<file path="config.mk">
export PLATFORM = sky130hd
export DESIGN_NAME = selfrefresh_ctrl
export DESIGN_NICKNAME = d
export VERILOG_FILES = /design/src/rtl/selfrefresh_pkg.sv /design/src/rtl/sr_cfg_reg.sv /design/src/rtl/sr_interval_timer.sv /design/src/rtl/sr_pwr_seq.sv /design/src/rtl/sr_row_sched.sv /design/src/rtl/selfrefresh_ctrl.sv
export SDC_FILE = /design/constraint.sdc
export NUM_CORES = 1
export LEC_CHECK = 0
export ABC_CLOCK_PERIOD_IN_PS = 3400
export BUFFER_PORTS_ARGS = -buffer_cell sky130_fd_sc_hd__buf_2
export CAP_MARGIN = 20
export CORE_MARGIN = 3
export CORE_UTILIZATION = 50
export DETAILED_ROUTE_END_ITERATION = 10
export PLACE_DENSITY_LB_ADDON = 0.15
export SLEW_MARGIN = 30
export SYNTH_ARGS = -nofsm -noshare
export SYNTH_HDL_FRONTEND = slang
export SYNTH_SLANG_ARGS = --single-unit
</file>
<file path="constraint.sdc">
create_clock -name clk_i -period 3.4 [get_ports clk_i]
set_input_delay 0.51 -clock clk_i [delete_from_list [all_inputs] [get_ports clk_i]]
set_output_delay 0.51 -clock clk_i [all_outputs]
set_load 0.02 [all_outputs]
</file>
<file path="src/rtl/selfrefresh_pkg.sv">
package selfrefresh_pkg;

  localparam int CFG_W = 7;

  typedef struct packed {
    logic       dpd;
    logic [1:0] temp;
    logic       anchor_hi;
    logic [2:0] size;
  } sr_cfg_t;

  localparam sr_cfg_t CFG_RST = '0;

  localparam logic [1:0] TEMP_AUTO = 2'b00;
  localparam logic [1:0] TEMP_T15  = 2'b01;
  localparam logic [1:0] TEMP_T45  = 2'b10;
  localparam logic [1:0] TEMP_T85  = 2'b11;

  typedef enum logic [1:0] {
    RATE_T15 = 2'd0,
    RATE_T45 = 2'd1,
    RATE_T85 = 2'd2,
    RATE_HOT = 2'd3
  } rate_e;

  typedef enum logic [1:0] {
    PWR_RUN  = 2'd0,
    PWR_DPD  = 2'd1,
    PWR_INIT = 2'd2
  } pwr_e;

  function automatic logic part_none(input logic [2:0] size);
    return size > 3'd3;
  endfunction

  function automatic logic [1:0] part_shift(input logic [2:0] size);
    return size[1:0];
  endfunction

endpackage

</file>
<file path="src/rtl/sr_cfg_reg.sv">
module sr_cfg_reg
  import selfrefresh_pkg::*;
(
  input  logic             clk_i,
  input  logic             rst_ni,
  input  logic             dir_we_i,
  input  logic             seq_we_i,
  input  logic [CFG_W-1:0] wdata_i,
  output sr_cfg_t          cfg_q_o,
  output sr_cfg_t          cfg_d_o,
  output logic             upd_o
);

  sr_cfg_t cfg_q, cfg_d;

  always_comb begin
    cfg_d = cfg_q;
    if (dir_we_i) begin
      cfg_d = sr_cfg_t'(wdata_i);
    end else if (seq_we_i) begin
      cfg_d     = sr_cfg_t'(wdata_i);
      cfg_d.dpd = cfg_q.dpd;  // power-down bit reachable only via dedicated path
    end
  end

  always_ff @(posedge clk_i or negedge rst_ni) begin
    if (!rst_ni) cfg_q <= CFG_RST;
    else         cfg_q <= cfg_d;
  end

  assign cfg_q_o = cfg_q;
  assign cfg_d_o = cfg_d;
  assign upd_o   = dir_we_i | seq_we_i;

endmodule

</file>
<file path="src/rtl/sr_interval_timer.sv">
module sr_interval_timer
  import selfrefresh_pkg::*;
#(
  parameter int IVL_T15 = 1560,
  parameter int IVL_T45 = 780,
  parameter int IVL_T85 = 390,
  parameter int IVL_HOT = 195,
  parameter int CNT_W   = 11
) (
  input  logic       clk_i,
  input  logic       rst_ni,
  input  logic       run_i,
  input  logic [1:0] temp_i,
  input  logic [1:0] sensor_i,
  output logic       tick_o
);

  rate_e            rate;
  logic [CNT_W-1:0] lim;
  logic [CNT_W-1:0] tmr_q;
  logic             tick;

  always_comb begin
    unique case (temp_i)
      TEMP_T15: rate = RATE_T15;
      TEMP_T45: rate = RATE_T45;
      TEMP_T85: rate = RATE_T85;
      default:  rate = rate_e'(sensor_i);
    endcase
  end

  always_comb begin
    unique case (rate)
      RATE_T15: lim = CNT_W'(IVL_T15 - 1);
      RATE_T45: lim = CNT_W'(IVL_T45 - 1);
      RATE_T85: lim = CNT_W'(IVL_T85 - 1);
      default:  lim = CNT_W'(IVL_HOT - 1);
    endcase
  end

  // >= so that a switch to a shorter interval never overruns
  assign tick = run_i && (tmr_q >= lim);

  always_ff @(posedge clk_i or negedge rst_ni) begin
    if (!rst_ni)     tmr_q <= '0;
    else if (!run_i) tmr_q <= '0;
    else if (tick)   tmr_q <= '0;
    else             tmr_q <= tmr_q + 1'b1;
  end

  assign tick_o = tick;

endmodule

</file>
<file path="src/rtl/sr_pwr_seq.sv">
module sr_pwr_seq
  import selfrefresh_pkg::*;
#(
  parameter int INIT_CYC = 7500,
  parameter int INIT_W   = 13
) (
  input  logic clk_i,
  input  logic rst_ni,
  input  logic dpd_d_i,
  output logic run_o,
  output logic dpd_o
);

  pwr_e              st_q, st_d;
  logic [INIT_W-1:0] cnt_q, cnt_d;

  always_comb begin
    st_d  = st_q;
    cnt_d = cnt_q;
    unique case (st_q)
      PWR_RUN: if (dpd_d_i) st_d = PWR_DPD;
      PWR_DPD: begin
        if (!dpd_d_i) begin
          st_d  = PWR_INIT;
          cnt_d = '0;
        end
      end
      PWR_INIT: begin
        if (dpd_d_i)                                 st_d = PWR_DPD;
        else if (cnt_q == INIT_W'(INIT_CYC - 1))     st_d = PWR_RUN;
        else                                         cnt_d = cnt_q + 1'b1;
      end
      default: st_d = PWR_RUN;
    endcase
  end

  always_ff @(posedge clk_i or negedge rst_ni) begin
    if (!rst_ni) begin
      st_q  <= PWR_RUN;
      cnt_q <= '0;
    end else begin
      st_q  <= st_d;
      cnt_q <= cnt_d;
    end
  end

  assign run_o = (st_q == PWR_RUN);
  assign dpd_o = (st_q == PWR_DPD);

endmodule

</file>
<file path="src/rtl/sr_row_sched.sv">
module sr_row_sched
  import selfrefresh_pkg::*;
#(
  parameter int ROW_W = 10
) (
  input  logic             clk_i,
  input  logic             rst_ni,
  input  sr_cfg_t          cfg_q_i,
  input  sr_cfg_t          cfg_d_i,
  input  logic             upd_i,
  input  logic             run_i,
  input  logic             tick_i,
  input  logic             ce_ni,
  input  logic             grant_i,
  output logic             req_o,
  output logic [ROW_W-1:0] row_o
);

  localparam logic [ROW_W-1:0] ALL1 = '1;

  function automatic logic [ROW_W-1:0] mask_of(input sr_cfg_t c);
    return ALL1 >> part_shift(c.size);
  endfunction

  function automatic logic [ROW_W-1:0] base_of(input sr_cfg_t c);
    return c.anchor_hi ? ~mask_of(c) : '0;
  endfunction

  // an empty partition keeps the row where it is
  function automatic logic in_part(input logic [ROW_W-1:0] r, input sr_cfg_t c);
    return part_none(c.size) || ((r & ~mask_of(c)) == base_of(c));
  endfunction

  logic             pend_q, pend_d;
  logic [ROW_W-1:0] row_q, row_a, row_d;
  logic             none_q, req, hs;

  assign none_q = part_none(cfg_q_i.size);
  assign req    = pend_q & ce_ni & run_i & ~none_q;
  assign hs     = req & grant_i;

  always_comb begin
    row_a = hs ? (base_of(cfg_q_i) | ((row_q + 1'b1) & mask_of(cfg_q_i))) : row_q;
    row_d = (upd_i && !in_part(row_a, cfg_d_i)) ? base_of(cfg_d_i) : row_a;
  end

  always_comb begin
    if (!run_i || none_q) pend_d = 1'b0;
    else if (tick_i)      pend_d = 1'b1;  // merges with a waiting request
    else if (hs)          pend_d = 1'b0;
    else                  pend_d = pend_q;
  end

  always_ff @(posedge clk_i or negedge rst_ni) begin
    if (!rst_ni) begin
      pend_q <= 1'b0;
      row_q  <= '0;
    end else begin
      pend_q <= pend_d;
      row_q  <= row_d;
    end
  end

  assign req_o = req;
  assign row_o = row_q;

endmodule

</file>
<file path="src/rtl/selfrefresh_ctrl.sv">
module selfrefresh_ctrl
  import selfrefresh_pkg::*;
#(
  parameter int ROW_W    = 10,
  parameter int INIT_CYC = 7500,
  parameter int IVL_T15  = 1560,
  parameter int IVL_T45  = 780,
  parameter int IVL_T85  = 390,
  parameter int IVL_HOT  = 195
) (
  input  logic             clk_i,
  input  logic             rst_ni,
  input  logic             ce_ni,
  input  logic             cfg_dir_we_i,
  input  logic             cfg_seq_we_i,
  input  logic [6:0]       cfg_wdata_i,
  input  logic [1:0]       temp_code_i,
  input  logic             grant_i,
  output logic             ref_req_o,
  output logic [ROW_W-1:0] ref_row_o,
  output logic             ready_o,
  output logic             lowpwr_o
);

  localparam int IVL_M1  = (IVL_T15 > IVL_T45) ? IVL_T15 : IVL_T45;
  localparam int IVL_M2  = (IVL_T85 > IVL_HOT) ? IVL_T85 : IVL_HOT;
  localparam int IVL_MAX = (IVL_M1 > IVL_M2) ? IVL_M1 : IVL_M2;
  localparam int CNT_W   = $clog2(IVL_MAX + 1);
  localparam int INIT_W  = $clog2(INIT_CYC + 1);

  sr_cfg_t cfg_q, cfg_d;
  logic    cfg_upd, run, dpd_act, tick;

  sr_cfg_reg u_cfg (
    .clk_i    (clk_i),
    .rst_ni   (rst_ni),
    .dir_we_i (cfg_dir_we_i),
    .seq_we_i (cfg_seq_we_i),
    .wdata_i  (cfg_wdata_i),
    .cfg_q_o  (cfg_q),
    .cfg_d_o  (cfg_d),
    .upd_o    (cfg_upd)
  );

  sr_pwr_seq #(
    .INIT_CYC (INIT_CYC),
    .INIT_W   (INIT_W)
  ) u_pwr (
    .clk_i   (clk_i),
    .rst_ni  (rst_ni),
    .dpd_d_i (cfg_d.dpd),
    .run_o   (run),
    .dpd_o   (dpd_act)
  );

  sr_interval_timer #(
    .IVL_T15 (IVL_T15),
    .IVL_T45 (IVL_T45),
    .IVL_T85 (IVL_T85),
    .IVL_HOT (IVL_HOT),
    .CNT_W   (CNT_W)
  ) u_tmr (
    .clk_i    (clk_i),
    .rst_ni   (rst_ni),
    .run_i    (run),
    .temp_i   (cfg_q.temp),
    .sensor_i (temp_code_i),
    .tick_o   (tick)
  );

  sr_row_sched #(
    .ROW_W (ROW_W)
  ) u_row (
    .clk_i   (clk_i),
    .rst_ni  (rst_ni),
    .cfg_q_i (cfg_q),
    .cfg_d_i (cfg_d),
    .upd_i   (cfg_upd),
    .run_i   (run),
    .tick_i  (tick),
    .ce_ni   (ce_ni),
    .grant_i (grant_i),
    .req_o   (ref_req_o),
    .row_o   (ref_row_o)
  );

  assign ready_o  = run;
  assign lowpwr_o = ce_ni | dpd_act;

endmodule

</file>
### Word level (Yosys, flattened, before mapping)

Index checks and enable logic that the tools add are counted.

| operators by class | value |
|---|---|
| shifts and indexed selects | 2 |
| reduce and logical (&&, ||, !) cells | 13 |
| order comparisons | 3 |
| muxes and demuxes | 22 |
| add/subtract/negate cells | 3 |
| bitwise logic cells | 12 |
| equality and inequality tests | 14 |

Operators with widths:

| kind | count |
|---|---|
| two-way mux 10 bit | 4 |
| two-way mux 13 bit | 3 |
| case mux 11 bit (3 select lines) | 1 |
| case mux 13 bit (2 select lines) | 1 |
| two-way mux 11 bit | 2 |
| AND 10 bit | 2 |
| inverter 10 bit | 2 |
| right shift 10 x 2 -> 10 bit, first input constant | 2 |
| adder 13 x 1 -> 13 bit, second input constant | 1 |
| equality test 13 bit, second input constant | 1 |
| case mux 2 bit (3 select lines) | 2 |
| adder 11 x 1 -> 11 bit, second input constant | 1 |
| >= comparator 11 bit | 1 |
| adder 10 x 1 -> 10 bit, second input constant | 1 |
| equality test 10 bit | 1 |
| OR 10 bit | 1 |
| equality test 2 bit, second input constant | 4 |
| two-way mux 2 bit | 4 |
| != test 2 bit, second input constant | 4 |
| two-way mux 7 bit | 1 |
| equality test 2 x 1 -> 1 bit, second input constant | 3 |
| > comparator 3 x 2 -> 1 bit, second input constant | 2 |
| two-way mux 6 bit | 1 |
| AND 1 bit | 4 |
| other kinds (12) | 20 |

| storage, ports and cells | value |
|---|---|
| output and inout bits | 13 |
| register bits | 44 |
| logic and storage cells | 78 |
| input port bits | 15 |

### Longest topological paths before layout

Gate-level depths: netlist of run 1.

| logic depth | value |
|---|---|
| word-level depth | 11 |
| mapped depth | 14 |
| mapped depth without buffers | 13 |

### By module

Synthesis of run 1 repeated with hierarchy kept, for this count alone.

| unflattened totals | value |
|---|---|
| cell total of the unflattened synthesis | 300 |
| area total of the unflattened synthesis | 2929.1 um^2 |

Modules (own cells, without submodules):

| module | sequential area each (um^2) | times used | area each (um^2) | cells each |
|---|---|---|---|---|
| sr_interval_timer | 275.3 | 1 | 943.4 | 93 |
| sr_pwr_seq | 375.4 | 1 | 889.6 | 92 |
| sr_row_sched | 275.3 | 1 | 820.8 | 98 |
| sr_cfg_reg | 175.2 | 1 | 269.0 | 16 |
| selfrefresh_ctrl | 0.0 | 1 | 6.3 | 1 |

### Least setup slack after synthesis of run 1

Ideal clock, no wire load.

| path | value |
|---|---|
| kind | input port to flip-flop |
| from | in temp_code_i[1] |
| to | reg u_tmr.tmr_q[3] |
| stages | 14 |
| data arrival time | 2.798 ns |
| path buffers | 1 |
| path slack | 0.516 ns |
| setup time | 0.086 ns |
| required time | 3.314 ns |
| cell sequence | nor3b_1 -> a21oi_1 -> inv_1 -> ha_1 -> inv_1 -> ha_1 -> nand2b_1 -> a21o_1 -> a21o_1 -> a21o_1 -> a2111oi_2 -> o31ai_1 -> buf_2 -> nor3_1 |

| on the way | value |
|---|---|
| word-level cells in the longest chain between the ends | 7 |
| elaborated cells on any way between the ends | 9 |
| those cells by class | order compare (1); eq/ne (2); mux (4); reduce/logical (2) |

Ends and longest elaborated chain:

| element | RTL line | RTL |
|---|---|---|
| from (decl) | selfrefresh_ctrl.sv:17 | `input logic [1:0] temp_code_i,` |
| case mux 2 bit (3 select lines) * | sr_interval_timer.sv:24 | `unique case (temp_i)` |
| equality test 2 bit, or another cell as far along | sr_interval_timer.sv:33 | `unique case (rate)` |
| case mux 11 bit (3 select lines) * | sr_interval_timer.sv:33 |  |
| >= comparator 11 bit * | sr_interval_timer.sv:42 | `assign tick = run_i && (tmr_q >= lim);` |
| logical AND 1 bit * | sr_interval_timer.sv:42 |  |
| two-way mux 11 bit * | sr_interval_timer.sv:47 | `else if (tick) tmr_q <= '0;` |
| two-way mux 11 bit * | sr_interval_timer.sv:46 | `else if (!run_i) tmr_q <= '0;` |
| to (signal assigned) | sr_interval_timer.sv:48 | `else tmr_q <= tmr_q + 1'b1;` |
| to (decl) | sr_interval_timer.sv:20 | `logic [CNT_W-1:0] tmr_q;` |

Every way passes the cells marked *; elsewhere a longest branch is shown, timed or not.
A chain may end at the register's enable or synchronous reset.

### Worst setup path after layout of run 1

| path | value |
|---|---|
| from | reg u_cfg.cfg_q_o[4] (netlist name) |
| to | reg u_tmr.tmr_q[5] |

| on the way | value |
|---|---|
| word-level cells in the longest chain between the ends | 8 |
| elaborated cells on any way between the ends | 12 |
| those cells by class | order compare (1); eq/ne (5); mux (4); reduce/logical (2) |

Ends and longest elaborated chain:

| element | RTL line |
|---|---|
| equality test 2 bit / equality test 2 x 1 -> 1 bit (equally long branches) | sr_interval_timer.sv:24 |
| case mux 2 bit (3 select lines) * | sr_interval_timer.sv:24 |
| equality test 2 bit, or another cell as far along | sr_interval_timer.sv:33 |
| case mux 11 bit (3 select lines) * | sr_interval_timer.sv:33 |
| >= comparator 11 bit * | sr_interval_timer.sv:42 |
| logical AND 1 bit * | sr_interval_timer.sv:42 |
| two-way mux 11 bit * | sr_interval_timer.sv:47 |
| two-way mux 11 bit * | sr_interval_timer.sv:46 |

Marked as above.

==> out/qor.csv, run 1 <==
stage,metric,value,unit
run_status,status,finished clean,
yosys,synth_cell_types,50,
grt,grt_usage,17.6,%
yosys,yosysSeqAreaShare,42.0,%
route,drt-initial-drc-count,66,
sta,rsz0062_at_grt,no,
worst_setup_path,path_class,reg -> reg,
cells_and_area,nFillCells,438,
cells_and_area,area_delta_synth_final,11.8,%
floorplanning,die_y,78.4,um
route,drt-wirelength-per-cell,13.0,um
sta,hold_viol_final,0,
sta,setup-violations-final,0,
placement,gp_congestion,0.795,
worst_setup_path,crit_top_cell,a21o_1,
yosys,syn_area_per_cell,9.66,um^2
clock_tree,clock_sinks,44,
power,p_total,0.00123,W
min_path,hold_class,in -> async,
yosys,netlist_area,2620,um^2
power,peakVddDrop,0.251,mV
cells_and_area,drive_above_1_share,20.4,%
worst_setup_path,cp-start-kind,flip-flop,
floorplanning,die_area,6140,um^2
clock_tree,clockRootBuffer,clkbuf_8,
floorplanning,start_util,53.7,%
sta,worstMarginPinSlew,0.538,ns
floorplanning,die_w,78.4,um
cells_and_area,most-common-layout-cells,"dfrtp_1 (44), nor2_1 (33), buf_2 (27)",
grt,grt_start_max_net_pins,28,
sta,relSlewSlack,63.9,%
grt,grt_first_pass_wirelength,8730,um
clock_tree,cts_setup_buffers,0,
worst_setup_path,worstPathArrival,3.26,ns
clock_tree,numCtsBuffers,5,
grt,grt_overflow,0,
worst_setup_path,end_kind,flip-flop,
route,wl,4820,um
power,p_leak,1.36,nW
yosys,synthCells,271,
grt,antenna_found_initial,0,
clock_tree,clkTransAtPathRegs,0.08,ns
clock_tree,cts_max_level,2,
placement,hpwl,3720,um
grt,grt_pass1_vias,1943,
yosys,async_flop_share,100,%
route,dr.pass1.iters,4,
route,vias,1945,
worst_setup_path,crit_buf_inv,3,
clock_tree,clockBufferDepth,2,
flow_run,maxCapViolCount,0,
worst_setup_path,required,3.61,ns
sta,finalSetupTns,0,ns
yosys,synth_nets,303,
sta,period_share,89.8,%
cells_and_area,n_antenna_cell,0,
worst_setup_path,critPathMaxFanout,7,
cells_and_area,num-nets-final,336,
worst_setup_path,crit_family,compound AO/OA/AOI/OAI gates,
yosys,synth_edf_count,0,
route,detail-route-antenna-nets,0,
route,drc,0,
route,avgViaCountPerCell,5.24,
floorplanning,io_pins,28,
cells_and_area,final_common_cell,dfrtp_1,
clock_tree,cts_tree,yes,
yosys,ys_ff_latch,44,
floorplanning,rows,25,
sta,fmax,0.328,GHz
worst_setup_path,critical-path-max-stage-delay,0.42,ns
clock_tree,clock_latency,0.29,ns
worst_setup_path,cpMaxStageDelayCell,dfrtp_1,
clock_tree,cts_hold_buf,0,
yosys,yosys_warnings,0,
sta,min_period,3.05,ns
placement,port_buffers,27,
floorplanning,fp.coreArea,4880,um^2
worst_setup_path,path_cells,"nor3b_1, a21oi_1, inv_1, ha_1, inv_1, ha_1, nand2b_1, a21o_1, a21o_1, a21o_1, a2111oi_2, o31ai_2, buf_4, nor3_1",
power,powerDensity,420,nW/um^2
sta,skew,0.00281,ns
clock_tree,cts_resized,0,
yosys,synth_flop_cell,dfrtp_1,
sta,maxSlewViolCount,0,
==> synthesized netlist by cell type, drive strengths merged (4+ instances only) <==
| cell type | count | area, um^2 |
|---|---|---|
| or2 | 4 | 25.0 |
| nor3 | 16 | 95.1 |
| xnor2 | 14 | 123 |
| o21ai | 7 | 35.0 |
| nand2 | 22 | 85.1 |
| inv | 18 | 67.6 |
| nand3 | 20 | 105 |
| xor2 | 11 | 96.3 |
| ha | 17 | 213 |
| nor2 | 33 | 124 |
| dfrtp | 44 | 1100 |
| a21oi | 10 | 50.1 |
| nand4 | 6 | 37.5 |
| mux2i | 6 | 60.1 |
| mux2 | 6 | 67.6 |
==> registers in the layout, summed over array words and instances (netlist names) <==
register       count
u_pwr.st_q         2
u_pwr.cnt_q       13
u_row.row_o       10
u_row.pend_q       1
u_tmr.tmr_q       11
u_cfg.cfg_q_o      7
==> cell type report <==
| type | count | area [um^2] | share of cell area (%) |
|---|---|---|---|
| timing repair buffer | 31 | 178 | 6.07 |
| clock buffer | 6 | 72.6 | 2.48 |
| multi-input combinational | 204 | 1420 | 48.5 |
| tap | 67 | 83.8 | 2.86 |
| inverter | 18 | 67.6 | 2.31 |
| clock inverter | 1 | 5.00 | 0.171 |
| sequential | 44 | 1100 | 37.6 |
==> logic make-up (layout without fill, tap and decap cells) <==
kind of cell    Yosys count  after routing  share of synthesized area [%]
fa+ha+maj                17             17                           8.12
compound gates           33             33                           9.17
mux                      12             12                           4.87
buf+inv                  23             56                           3.92
simple gates            117            117                           23.5
xor+xnor                 25             25                           8.36
flops                    44             44                           42.0
==> per-stage QoR <==
step	utilization (%)	hold slack, ns	setup WS, ns	std cells	cell area (um^2)
final	60.0	0.145	0.348	371	2930
after global routing	60.0	0.154	0.00674	371	2930
after CTS	59.9	0.153	0.288	371	2920
after detailed placement	58.3	0.471	0.0770	364	2850
after global placement	57.9	0.498	0.234	363	2830
after floorplan	-	0.214	0.516	271	2620
==> where the power goes <==
part           leakage (nW)  switching [W]  internal, W
logic                 0.735       0.000182     0.000127
registers             0.587      0.0000496     0.000567
clock network        0.0410       0.000166     0.000140
total                  1.36       0.000397     0.000834
==> path summary, 6_finish.rpt <==
path                                  startpoint               end  slack [ns]  cells after the start
worst max register to register  u_cfg.cfg_q_o[4]    u_tmr.tmr_q[5]        0.35                     14
max in group asynchronous                 rst_ni  u_cfg.cfg_q_o[4]        2.78                      2
min in group clk_i                cfg_wdata_i[4]  u_cfg.cfg_q_o[4]        0.45                      2
worst min register to register    u_pwr.cnt_q[0]    u_pwr.cnt_q[0]        0.51                      1
worst min-delay path                      rst_ni    u_tmr.tmr_q[3]        0.15                      1
worst max-delay path            u_cfg.cfg_q_o[4]    u_tmr.tmr_q[5]        0.35                     14
==> layer usage <==
layer / wire, um / global-route usage [%] / up-vias
met2: 2190 / 27.7 / 27
met3: 179 / 3.67 / 5
li1: - / - / 1000
met5: 0 / 0 / -
met1: 2400 / 24.7 / 913
met4: 49 / 4.72 / 0
(Power assumes the default switching activity.)
==> inputs of run 2 (changes only) <==
REMOVE_ABC_BUFFERS = 1   (was unset)
==> out/qor.csv, run 2 (same netlist as run 1, synthesis figures left out) <==
stage,metric,value,unit
run_status,status,finished clean,
sta,maxSlewViolCount,0,
route,avgViaCountPerCell,5.27,
power,switching_share,32.7,%
route,drt-wirelength-per-cell,13.3,um
floorplanning,io_pins,28,
cells_and_area,largest_reg_flops,13,
clock_tree,cts_resized,0,
cells_and_area,n_antenna_cell,0,
sta,hold_viol_final,0,
sta,worstMarginPinSlew,0.552,ns
clock_tree,cts_hold_buf,0,
cells_and_area,final_common_cell,dfrtp_1,
clock_tree,clockRootBuffer,clkbuf_8,
route,drt-initial-drc-count,84,
worst_setup_path,crit_top_cell,a21o_1,
sta,setup-violations-final,0,
sta,relSlewSlack,63.2,%
cells_and_area,num-nets-final,335,
clock_tree,clock_latency,0.29,ns
floorplanning,fp.coreArea,4880,um^2
worst_setup_path,path_class,reg -> reg,
grt,grt_pass1_vias,1937,
placement,dp.cells,363,
worst_setup_path,r2r_end,u_row.pend_q,
worst_setup_path,path_cells,"nor3b_1, a21oi_1, inv_1, ha_1, inv_1, ha_1, nand2b_1, a21o_1, a21o_1, a21o_1, a2111oi_2, o31ai_1, buf_4, o21a_1",
sta,finalSetupTns,0,ns
sta,min_period,2.96,ns
route,dr.pass1.iters,5,
route,wl,4920,um
worst_setup_path,crit_buf_inv,3,
floorplanning,die_y,78.4,um
power,p_leak,1.35,nW
route,drc,0,
sta,period_share,87.1,%
placement,placed_area,2830,um^2
power,seqPwrFrac,50.0,%
placement,hpwl,3640,um
cells_and_area,drive_above_1_share,20.1,%
power,p_int,0.000832,W
worst_setup_path,cp-start-kind,flip-flop,
placement,port_buffers,27,
clock_tree,cts_max_level,2,
worst_setup_path,crit_family,compound AO/OA/AOI/OAI gates,
worst_setup_path,cpMaxStageDelayCell,dfrtp_1,
cells_and_area,area_delta_synth_final,11.1,%
power,power.switching,0.000404,W
route,detail-route-antenna-nets,0,
clock_tree,cts_tree,yes,
floorplanning,die_w,78.4,um
cells_and_area,stdcell_count,370,
sta,skew,0.00356,ns
worst_setup_path,required,3.59,ns
grt,grt_first_pass_wirelength,8740,um
sta,fmax,0.338,GHz
worst_setup_path,reg2reg_slack,0.44,ns
cells_and_area,fin_area,2910,um^2
power,p_clk_share,25.0,%
grt,grt_overflow,0,
floorplanning,start_util,53.7,%
worst_setup_path,end_kind,flip-flop,
clock_tree,clkTransAtPathRegs,0.08,ns
floorplanning,die_area,6140,um^2
min_path,hold_class,in -> async,
floorplanning,rows,25,
clock_tree,clockBufferDepth,2,
worst_setup_path,reg2regPathDepth,14,
cells_and_area,nFillCells,440,
power,powerDensity,425,nW/um^2
route,vias,1950,
power,peakVddDrop,0.359,mV
cells_and_area,largest-register,u_pwr.cnt_q,
flow_run,maxCapViolCount,0,
worst_setup_path,critical-path-max-stage-delay,0.42,ns
worst_setup_path,worstPathArrival,3.15,ns
grt,grt_start_max_net_pins,45,
worst_setup_path,r2r-start,u_cfg.cfg_q_o[4],
power,comb_power_share,25.0,%
clock_tree,clock_sinks,44,
worst_setup_path,critPathMaxFanout,12,
grt,antenna_found_initial,0,
clock_tree,cts_setup_buffers,0,
grt,grt_usage,17.5,%
placement,gp_congestion,0.782,
cells_and_area,most-common-layout-cells,"dfrtp_1 (44), nor2_1 (33), buf_2 (26)",
sta,rsz0062_at_grt,no,
clock_tree,numCtsBuffers,5,
-- run 2: cell count changes in the layout (fill, tap and decap cells not counted), sizes merged --
cell / before / now
buf: 31 / 30
clkbuf: 6 / 5
clkinvlp: 0 / 1
-- run 2: worst max-delay path by stage --
| stage | start | end | slack [ns] | cells after the start |
|---|---|---|---|---|
| final | u_cfg.cfg_q_o[4] | u_row.pend_q | 0.44 | 14 |
| after global placement | temp_code_i[1] | u_row.pend_q | 0.32 | 15 |
| after floorplan | temp_code_i[1] | u_row.pend_q | 0.44 | 13 |
| after detailed placement | temp_code_i[1] | u_row.pend_q | 0.25 | 15 |
| after global routing | u_cfg.cfg_q_o[4] | u_tmr.tmr_q[3] | 0.11 | 14 |
| after CTS | u_cfg.cfg_q_o[4] | u_row.pend_q | 0.44 | 14 |
-- run 2: area by class of cell --
type	count	area, um^2	share of cell area, %
multi-input cells	204	1420	48.6
flip-flops and latches	44	1100	37.8
repair buffers	30	160	5.51
well taps	67	83.8	2.88
clock buffers	5	68.8	2.37
inverters	18	67.6	2.32
clock inverters	2	12.5	0.430
-- run 2: metrics by stage --
stage	util (%)	hold WS [ns]	setup WS [ns]	power [W]
after floorplan	-	0.214	0.439	0.000842
after global placement	57.9	0.509	0.317	0.000932
after detailed placement	57.9	0.518	0.252	0.000938
after CTS	59.6	0.218	0.440	0.00126
after global routing	59.6	0.238	0.112	0.00131
final	59.6	0.201	0.439	0.00124
-- run 2: power by group through the flow --
stage          logic (W)  registers, W  clock network, W
2_1_floorplan   0.000210      0.000632                 0
3_3_place_gp    0.000306      0.000626                 0
3_5_place_dp    0.000310      0.000628                 0
4_1_cts         0.000312      0.000617          0.000326
5_1_grt         0.000347      0.000625          0.000340
6_report        0.000309      0.000618          0.000309
-- run 2: metal layers --
layer	share of wire, %	vias up	track usage (%)
met5	0	-	0
met4	0.94	0	4.20
met3	3.5	6	3.56
met2	44	37	27.5
met1	52	908	24.8
li1	-	999	-
==> inputs of run 3 (changes only) <==
SYNTH_HIERARCHICAL = 1   (was unset)
==> out/qor.csv, run 3 <==
stage,metric,value,unit
run_status,status,finished clean,
yosys,synth_cell_types,61,
grt,grt_overflow,0,
cells_and_area,largest_reg_flops,13,
yosys,synthCells,300,
sta,hold_viol_final,0,
sta,period_share,74.1,%
yosys,synth-adder-area-share,7.26,%
cells_and_area,drive_above_1_share,19.4,%
yosys,synthSimpleGateAreaFrac,24.2,%
worst_setup_path,cp-start-kind,flip-flop,
sta,setup-violations-final,0,
floorplanning,die_w,82.5,um
sta,finalSetupTns,0,ns
yosys,netlist_area,2930,um^2
yosys,synth_edf_count,0,
floorplanning,rows,27,
cells_and_area,fin_area,3200,um^2
placement,port_buffers,27,
route,avgViaCountPerCell,5.74,
cells_and_area,largest-register,u_pwr/cnt_q,
clock_tree,clkTransAtPathRegs,0.09,ns
floorplanning,fp.coreArea,5570,um^2
cells_and_area,n_antenna_cell,0,
sta,rsz0062_at_grt,no,
worst_setup_path,worstPathArrival,2.70,ns
yosys,synth_xor_area_share,5.43,%
yosys,synth_flop_cell,dfrtp_1,
yosys,synthTopCellsByCount,"dfrtp_1 (44), nand2_1 (26), nor2_1 (22), ha_1 (17), o31ai_1 (17)",
sta,maxSlewViolCount,0,
yosys,synth_top_family_by_area,simple AND/OR/NAND/NOR gates,
grt,antenna_found_initial,0,
route,drc,0,
power,p_leak,1.36,nW
cells_and_area,area_delta_synth_final,9.10,%
grt,grt_start_max_net_pins,45,
sta,fmax,0.397,GHz
power,powerDensity,400,nW/um^2
clock_tree,clockRootBuffer,clkbuf_8,
clock_tree,numCtsBuffers,5,
cells_and_area,num-nets-final,356,
clock_tree,cts_tree,yes,
floorplanning,start_util,52.5,%
yosys,syn_area_per_cell,9.76,um^2
floorplanning,die_y,82.5,um
placement,hpwl,4370,um
yosys,ys_ff_latch,44,
yosys,synth_most_common_cell,dfrtp_1,
sta,relSlewSlack,40.7,%
clock_tree,cts_max_level,2,
clock_tree,clockBufferDepth,2,
route,detail-route-antenna-nets,0,
yosys,netlist.top_cell.by_area,dfrtp_1,
yosys,async_flop_share,100,%
clock_tree,clock_latency,0.30,ns
route,wl,6070,um
worst_setup_path,end_kind,flip-flop,
worst_setup_path,critPathMaxFanout,8,
clock_tree,cts_hold_buf,0,
yosys,yosysSeqAreaShare,37.6,%
yosys,synth_compound_area_share,17.8,%
flow_run,maxCapViolCount,0,
clock_tree,cts_setup_buffers,0,
yosys,synth.area.mux_share,3.03,%
sta,min_period,2.52,ns
min_path,hold_class,in -> async,
yosys,synth_top_area_share,37.6,%
cells_and_area,final_common_cell,dfrtp_1,
route,drt-initial-drc-count,119,
route,vias,2278,
yosys,synth_area_leaders,"dfrtp_1 (38%), ha_1 (7.3%), o31ai_1 (4.4%)",
floorplanning,die_area,6810,um^2
sta,worstMarginPinSlew,0.887,ns
sta,skew,0.0110,ns
worst_setup_path,path_class,reg -> reg,
grt,grt_pass1_vias,2018,
route,dr.pass1.iters,4,
floorplanning,io_pins,28,
grt,grt_usage,19.0,%
cells_and_area,stdcell_count,397,
clock_tree,clock_sinks,44,
yosys,yosys_warnings,6,
worst_setup_path,required,3.58,ns
cells_and_area,final_util,57.3,%
clock_tree,cts_resized,0,
placement,gp_congestion,0.918,
power,peakVddDrop,0.252,mV
placement,dp.cells,389,
route,drt-wirelength-per-cell,15.3,um
cells_and_area,most-common-layout-cells,"dfrtp_1 (44), buf_2 (26), nand2_1 (26)",
placement,placed_area,3100,um^2
cells_and_area,nFillCells,522,
grt,grt_first_pass_wirelength,9890,um
==> run 3: cells by family after synthesis <==
logic type | after synthesis
xor gates and xnor gates | 16
muxes | 8
DFF | 44
adders and majority gates | 17
and+or+nand+nor | 118
buffers and inverters | 29
AOI/OAI and AO/OA | 68
==> run 3: final timing paths <==
| kind | start | to | slack [ns] | depth (start not counted) |
|---|---|---|---|---|
| hold / removal | rst_ni | u_cfg/cfg_q_o[3] | 0.19 | 1 |
| setup reg to reg | u_pwr/st_q[0] | u_row/row_o[0] | 0.88 | 8 |
| hold reg to reg | u_cfg/cfg_q_o[2] | u_row/pend_q | 0.46 | 1 |
| min in group clk_i | cfg_wdata_i[4] | u_cfg/cfg_q_o[4] | 0.43 | 2 |
| setup / recovery | u_pwr/st_q[0] | u_row/row_o[0] | 0.88 | 8 |
| max in group asynchronous | rst_ni | u_tmr/tmr_q[8] | 2.81 | 1 |
==> run 3: worst max-delay path, cell delays in order, from the launching register on <==
cell and delay (ns):
dfrtp_1 0.42, nor2_1 0.20, and4b_2 0.29, nand2_1 0.21
or4_1 0.52, and3_4 0.19, xnor2_4 0.13, o2bb2ai_2 0.34
nor2_1 0.09
==> run 3: per-stage QoR <==
step	hold slack, ns	total power (W)	setup WS [ns]
after global routing	0.223	0.00137	0.665
final	0.191	0.00128	0.879
after CTS	0.209	0.00130	0.859
after floorplan	0.214	0.000842	0.481
after global placement	0.437	0.000930	0.762
after detailed placement	0.449	0.000939	0.705
==> run 3: where the power goes <==
part	internal (W)	switching [W]	total (W)
clock network	0.000165	0.000185	0.000351
registers	0.000559	0.0000445	0.000604
logic	0.000136	0.000188	0.000324
total	0.000860	0.000418	0.00128
==> run 3: cell type report <==
type / instances / area [um^2] / area share, %
multi-input combinational: 227 / 1690 / 52.9
sequential: 44 / 1100 / 34.5
clock inverter: 1 / 7.51 / 0.235
tap: 72 / 90.1 / 2.82
inverter: 16 / 60.1 / 1.88
clock buffer: 7 / 86.3 / 2.70
timing repair buffer: 30 / 160 / 5.01
==> run 3: routing by layer <==
layer / share of wire, % / vias to the layer above / global-route usage [%]
li1: - / 1150 / -
met1: 50 / 1069 / 28.0
met2: 44 / 50 / 28.0
met3: 4.3 / 9 / 3.58
met4: 1.4 / 0 / 6.21
met5: 0 / - / 0
